### src/rtl/srs_pkg.sv
package srs_pkg;
  localparam int ADDR_W  = 6;
  localparam int DATA_W  = 8;
  localparam int FRAME_W = ADDR_W + DATA_W;
  localparam int IDX_W   = 5;
  localparam int RD_BIT  = 4;

  typedef struct packed {
    logic [ADDR_W-1:0] addr;
    logic [DATA_W-1:0] data;
  } frame_t;

  function automatic logic [IDX_W-1:0] reg_idx(logic [ADDR_W-1:0] a);
    return {a[5], a[3:0]};
  endfunction

  function automatic logic is_read(logic [ADDR_W-1:0] a);
    return a[RD_BIT];
  endfunction
endpackage

### src/rtl/srs_edge.sv
module srs_edge #(
  parameter int W = 2
) (
  input  logic         clk_i,
  input  logic         rst_ni,
  input  logic [W-1:0] sig_i,
  output logic [W-1:0] rise_o,
  output logic [W-1:0] fall_o
);
  logic [W-1:0] sig_q;

  always_ff @(posedge clk_i or negedge rst_ni)
    if (!rst_ni) sig_q <= '0;
    else         sig_q <= sig_i;

  for (genvar g = 0; g < W; g++) begin : g_edge
    assign rise_o[g] = sig_i[g] & ~sig_q[g];
    assign fall_o[g] = ~sig_i[g] & sig_q[g];
  end
endmodule

### src/rtl/srs_rx.sv
module srs_rx
  import srs_pkg::*;
#(
  parameter int CNT_W = $clog2(FRAME_W + 1)
) (
  input  logic             clk_i,
  input  logic             rst_ni,
  input  logic             sck_rise_i,
  input  logic             sen_rise_i,
  input  logic             sdi_i,
  output logic             commit_o,
  output frame_t           frame_o,
  output logic [CNT_W-1:0] bit_cnt_o
);
  logic [FRAME_W-1:0] shreg;
  logic [CNT_W-1:0]   cnt;
  logic               full;

  assign full = (cnt == CNT_W'(FRAME_W));

  always_ff @(posedge clk_i or negedge rst_ni) begin
    if (!rst_ni) begin
      shreg <= '0;
      cnt   <= '0;
    end else if (sen_rise_i) begin
      shreg <= '0;
      cnt   <= '0;
    end else if (sck_rise_i) begin
      shreg <= {shreg[FRAME_W-2:0], sdi_i};
      if (!full) cnt <= cnt + 1'b1;
    end
  end

  assign commit_o  = sen_rise_i & full;
  assign frame_o   = shreg;
  assign bit_cnt_o = cnt;
endmodule

### src/rtl/srs_bank.sv
module srs_bank
  import srs_pkg::*;
#(
  parameter int NUM_REGS = 32,
  parameter int CTRL_IDX = 15
) (
  input  logic                       clk_i,
  input  logic                       rst_ni,
  input  logic                       wr_en_i,
  input  logic [IDX_W-1:0]           wr_idx_i,
  input  logic [DATA_W-1:0]          wr_data_i,
  input  logic [IDX_W-1:0]           rd_idx_i,
  output logic [DATA_W-1:0]          rd_data_o,
  output logic [1:0]                 mode_o,
  output logic [NUM_REGS*DATA_W-1:0] regs_o
);
  logic [NUM_REGS-1:0][DATA_W-1:0] regs;

  for (genvar g = 0; g < NUM_REGS; g++) begin : g_reg
    always_ff @(posedge clk_i or negedge rst_ni)
      if (!rst_ni)                                 regs[g] <= '0;
      else if (wr_en_i && wr_idx_i == IDX_W'(g))   regs[g] <= wr_data_i;
    assign regs_o[g*DATA_W +: DATA_W] = regs[g];
  end

  always_comb begin
    rd_data_o = '0;
    for (int i = 0; i < NUM_REGS; i++)
      if (rd_idx_i == IDX_W'(i)) rd_data_o = regs[i];
  end

  assign mode_o = regs[CTRL_IDX][1:0];
endmodule

### src/rtl/srs_tx.sv
module srs_tx
  import srs_pkg::*;
(
  input  logic              clk_i,
  input  logic              rst_ni,
  input  logic              load_i,
  input  logic [DATA_W-1:0] load_data_i,
  input  logic              sck_fall_i,
  output logic              bit_o,
  output logic              active_o
);
  localparam int LEFT_W = $clog2(DATA_W + 1);

  logic [DATA_W-1:0] sh;
  logic [LEFT_W-1:0] left;

  always_ff @(posedge clk_i or negedge rst_ni) begin
    if (!rst_ni) begin
      sh   <= '0;
      left <= '0;
    end else if (load_i) begin
      sh   <= load_data_i;
      left <= LEFT_W'(DATA_W);
    end else if (sck_fall_i && left != '0) begin
      sh   <= {sh[DATA_W-2:0], 1'b0};
      left <= left - 1'b1;
    end
  end

  assign active_o = (left != '0);
  assign bit_o    = sh[DATA_W-1];
endmodule

### src/rtl/serial_reg_slave.sv
module serial_reg_slave
  import srs_pkg::*;
#(
  parameter int NUM_REGS = 32,
  parameter int CTRL_IDX = 15
) (
  input  logic                       clk_i,
  input  logic                       rst_ni,
  input  logic                       sck_i,
  input  logic                       sdi_i,
  input  logic                       sen_i,
  input  logic                       oeb_i,
  input  logic [DATA_W-1:0]          err_flags_i,
  output logic                       sdo_o,
  output logic                       sdo_oe_o,
  output logic [NUM_REGS*DATA_W-1:0] regs_o
);
  localparam int CNT_W = $clog2(FRAME_W + 1);

  logic [1:0]         rise, fall;
  logic               commit, tx_active, tx_bit;
  frame_t             frame;
  logic [CNT_W-1:0]   bit_cnt;
  logic [DATA_W-1:0]  rd_data;
  logic [1:0]         mode;
  logic               do_wr, do_rd;

  srs_edge #(.W(2)) u_edge (
    .clk_i, .rst_ni,
    .sig_i  ({sen_i, sck_i}),
    .rise_o (rise),
    .fall_o (fall)
  );

  srs_rx #(.CNT_W(CNT_W)) u_rx (
    .clk_i, .rst_ni,
    .sck_rise_i (rise[0]),
    .sen_rise_i (rise[1]),
    .sdi_i,
    .commit_o   (commit),
    .frame_o    (frame),
    .bit_cnt_o  (bit_cnt)
  );

  assign do_wr = commit & ~is_read(frame.addr);
  assign do_rd = commit &  is_read(frame.addr);

  srs_bank #(.NUM_REGS(NUM_REGS), .CTRL_IDX(CTRL_IDX)) u_bank (
    .clk_i, .rst_ni,
    .wr_en_i   (do_wr),
    .wr_idx_i  (reg_idx(frame.addr)),
    .wr_data_i (frame.data),
    .rd_idx_i  (reg_idx(frame.addr)),
    .rd_data_o (rd_data),
    .mode_o    (mode),
    .regs_o
  );

  srs_tx u_tx (
    .clk_i, .rst_ni,
    .load_i      (do_rd),
    .load_data_i ((mode == 2'b00) ? rd_data : err_flags_i),
    .sck_fall_i  (fall[0]),
    .bit_o       (tx_bit),
    .active_o    (tx_active)
  );

  assign sdo_oe_o = tx_active & ~oeb_i;
  assign sdo_o    = sdo_oe_o & tx_bit;
endmodule

### config.mk
export PLATFORM = sky130hd
export DESIGN_NAME = serial_reg_slave
export DESIGN_NICKNAME = d
export VERILOG_FILES = /design/src/rtl/srs_pkg.sv /design/src/rtl/srs_edge.sv /design/src/rtl/srs_rx.sv /design/src/rtl/srs_bank.sv /design/src/rtl/srs_tx.sv /design/src/rtl/serial_reg_slave.sv
export SDC_FILE = /design/constraint.sdc
export NUM_CORES = 1
export LEC_CHECK = 0
export BUFFER_PORTS_ARGS = -buffer_cell sky130_fd_sc_hd__buf_2
export CAP_MARGIN = 20
export CORE_MARGIN = 2
export CORE_UTILIZATION = 30
export CTS_CLUSTER_DIAMETER = 80
export DETAILED_ROUTE_END_ITERATION = 8
export SLEW_MARGIN = 15
export SYNTH_ARGS = -nofsm -noshare
export SYNTH_HDL_FRONTEND = slang
export SYNTH_SLANG_ARGS = --single-unit
### constraint.sdc
create_clock -name clk_i -period 2.77 [get_ports clk_i]
set_clock_uncertainty 0.2 [all_clocks]
set_input_delay 0.6925 -clock clk_i [delete_from_list [all_inputs] [get_ports clk_i]]
set_output_delay 0.6925 -clock clk_i [all_outputs]
set_load 0.005 [all_outputs]
==> summary.txt <==
Global route
  • Largest net degree at the start of global routing: 61
  • Initial antenna violation count: 3
  • Overflow left after global routing: 0
  • First-pass GRT wire length: 86410 µm
  • Number of global-route vias before repair: ~12k
  • GRT Overall Usage: 23.55%

Critical path
  • Maximum fanout along the worst path: 9
  • CP required: around 3.0 ns
  • Element type at the critical path end: register
  • CP Class: register to register
  • Max incr delay on CP: ~0.52 ns
  • Most frequent CP cell: buf_4
  • CP arrival: 2.98 ns
  • Cell-by-cell listing of the critical path: buf_4, nor2b_1, buf_4, buf_4, o2bb2ai_1, a221oi_4, nand4_1, a211oi_4, nor2_1
  • Critical path's slowest cell: dfrtp_4
  • Nature of the critical path startpoint: register

Pwr
  • Psw: 2.011 mW
  • Leakage: a little under 10 nW
  • Maximum VDD drop: 0.4138 mV
  • Clk pwr share: 50.5%
  • Sequential power share: 46.8%
  • PD cells: roughly 500 mW/mm²
  • Combinational Power Share: 2.7%
  • Pint: between 7 and 8 mW
  • Switching part of the total power: 22.10%

Placement
  • Place WS: -0.6514 ns
  • IO Port Bufs: 271
  • Post-DP HPWL: 44360 µm
  • RePlAce Congestion: 0.9233

CTS
  • CTS buffer count: 35
  • CTS tree: done
  • Maximum buffer depth of the clock tree: 3
  • H-tree Lvls: 2
  • Clock latency on the worst-skew pair: 0.52 ns
  • CTS root buf: clkbuf_16
  • Reg clk slew, reported paths: 0.06 ns
  • Clock sink total: 288

Drt
  • Via count: 12.07k
  • DRT Pass-1 Iters: 6
  • Vias per inst: roughly 5.5
  • Final wirelength: ~60000 µm
  • DR iter-0 viols: 1139
  • Drc violations: 0
  • WL per Instance: 27.02 µm
  • Antenna Nets Post-Route: 0

Synth
  • Largest area contributor in the netlist: dfrtp_1
  • Synth cell types: 78
  • Ys async rst share: 100.0%
  • Top-area cell type share of the netlist area: between 50% and 60%
  • Syn Area/Cell: 12.02 µm²
  • Synth Cell Area: approximately 0.014 mm²
  • Number of flops mapped to enable cells by yosys: 0
  • Register area share after synthesis: about half
  • Synth Instances: about 1.2k
  • Primary FF master, synth: dfrtp_1
  • YS warnings: 0
  • #FFs+latches synth: 288
  • Largest cells by area after synthesis: dfrtp_1, mux2_2, mux2i_1
  • Syn nets: 1214

Timing
  • Fin Setup TNS: -0.02624 ns
  • RSZ-0062 raised after global routing: yes
  • Final Cycle Share: 100.9%
  • Slew HR: ~28%
  • Final Hold Fails: 0
  • Fin. max-slew vios: 0
  • Maximum clock rate: ~360 MHz
  • Worst-Margin Slew: around 1.1 ns
  • Crit path time final: 2.796 ns
  • Setup WS post-layout: -0.02624 ns
  • Final setup violation count: 1

Die
  • # IOs: between 200 and 300
  • Die width: between 200 and 250 µm
  • Row count: 80
  • Core footprint: 0.04755 mm²
  • Die ar.: 0.04974 mm²
  • Initial Util: a little under a third
  • Die Span Y: 223.0 µm

Layout
  • Most frequent cells in the layout: dfrtp_1, buf_2, mux2_2
  • Most common cell after layout, fill and taps aside: dfrtp_1
  • Layout cell share with drive strength beyond 1: 51.39%
  • Fill cells: 4632
  • Synth-to-Final Area Change: 29.96%
  • Final net count: 1579

Job
  • MaxCap Viol Count: 0

Outcome
  • Failing checks: setup timing
  • Status: finished with violations

Worst hold path
  • Hold Crit Class: primary input to register
power groups by stage:
stage	logic [mW]	clock network [mW]	registers, mW
final	0.242	4.60	4.26
after global routing	0.270	4.86	4.26
after CTS	0.244	4.67	4.26
after detailed placement	0.240	0	4.33
after global placement	0.235	0	4.33
after floorplan	0.0781	0	4.32
stage by stage:
step | hold WS (ns) | utilization (%) | cell area, µm² | cells | power (mW)
floorplan | 0.1969 | - | 14390 | 1197 | 4.394
global placement | 0.3003 | 36.50 | 17350 | 2129 | 4.567
detailed placement | 0.3146 | 36.50 | 17350 | 2129 | 4.575
CTS | 0.1097 | 39.07 | 18580 | 2193 | 9.169
global route | 0.1079 | 39.33 | 18700 | 2201 | 9.385
finish | 0.1246 | 39.34 | 18700 | 2202 | 9.100
cell type report:
type	instances	area [µm²]	share of cell area, %
well taps	615	769.5	4.114
multi-input cells	805	6815	36.44
diodes	1	2.502	0.01338
repair buffers	422	2706	14.47
flip-flops and latches	288	7219	38.60
inverters	10	37.54	0.2007
clock inverters	8	106.4	0.5686
clock buffers	53	1046	5.593
synthesized netlist by cell type, types with 9 or more instances:
master	instances
dfrtp_1	288
mux2_2	264
nand2_1	64
a21oi_1	60
clkbuf_1	42
nor2_1	40
buf_2	35
o21ai_0	35
mux2i_1	33
a31oi_1	17
nand2b_1	17
nor3_1	17
nand2_4	16
nor2b_1	16
nand3_1	15
a211oi_1	14
nand2_2	14
o22ai_1	13
a221oi_1	11
inv_1	9
timing repair:
item                       CTS  global route
setup buffers                2             8
hold buffers                 1             0
pin swaps                    1             3
resized for setup            5            13
setup endpoints to repair    2             6
hold endpoints to repair    52             0
cloned                       0             0
final timing paths:
path / startpoint / endpoint / slack, ns / cells after the start
setup / recovery: u_rx.frame_o[8]$_DFFE_PN0P_ / u_tx.sh[6]$_DFFE_PN0P_ / -0.03 / 9
setup reg to reg: u_rx.frame_o[8]$_DFFE_PN0P_ / u_tx.sh[6]$_DFFE_PN0P_ / -0.03 / 9
hold reg to reg: u_bank.regs_o[136]$_DFFE_PN0P_ / u_bank.regs_o[136]$_DFFE_PN0P_ / 0.33 / 1
max in group asynchronous: rst_ni / u_bank.regs_o[242]$_DFFE_PN0P_ / 1.07 / 3
min in group asynchronous: rst_ni / u_bank.regs_o[196]$_DFFE_PN0P_ / 0.54 / 2
hold / removal: sen_i / u_edge.sig_q[1]$_DFF_PN0_ / 0.12 / 1
critical path, delay by kind of cell, from the launching register on:
kind | cells | cell delay (ns)
compound gates | 3 | 0.86
buf+inv | 3 | 0.54
flops | 1 | 0.52
simple gates | 3 | 0.53
metal layers:
metal / vias to the layer above / wire (µm) / track usage, %
li1: 5162 / - / -
met1: 6276 / 25180 / 31.97
met2: 533 / 28570 / 38.86
met3: 101 / 4464 / 4.689
met4: 0 / 1293 / 5.304
met5: - / 0 / 0
kinds of logic (layout without fill, tap and decap cells):
kind of cell               Yosys count  count (layout)  synth area share (%)
adders and majority gates            3               3                0.2609
xor gates and xnor gates             6               6                0.3652
other                                0               1                     0
DFF                                288             288                 50.08
buffers and inverters              104             493                 3.278
and+or+nand+nor                    247             247                 10.06
muxes                              311             311                 24.60
AOI/OAI and AO/OA                  238             238                 11.36
flip-flops by register name, indices dropped and copies added, names as in the netlist:
name / count
u_rx.frame_o: 14
u_tx.sh: 8
u_rx.bit_cnt_o: 4
u_tx.left: 4
u_edge.sig_q: 2
u_bank.regs_o: 254
u_bank.mode_o: 2
No activity file was read; power rests on OpenSTA's default activity.
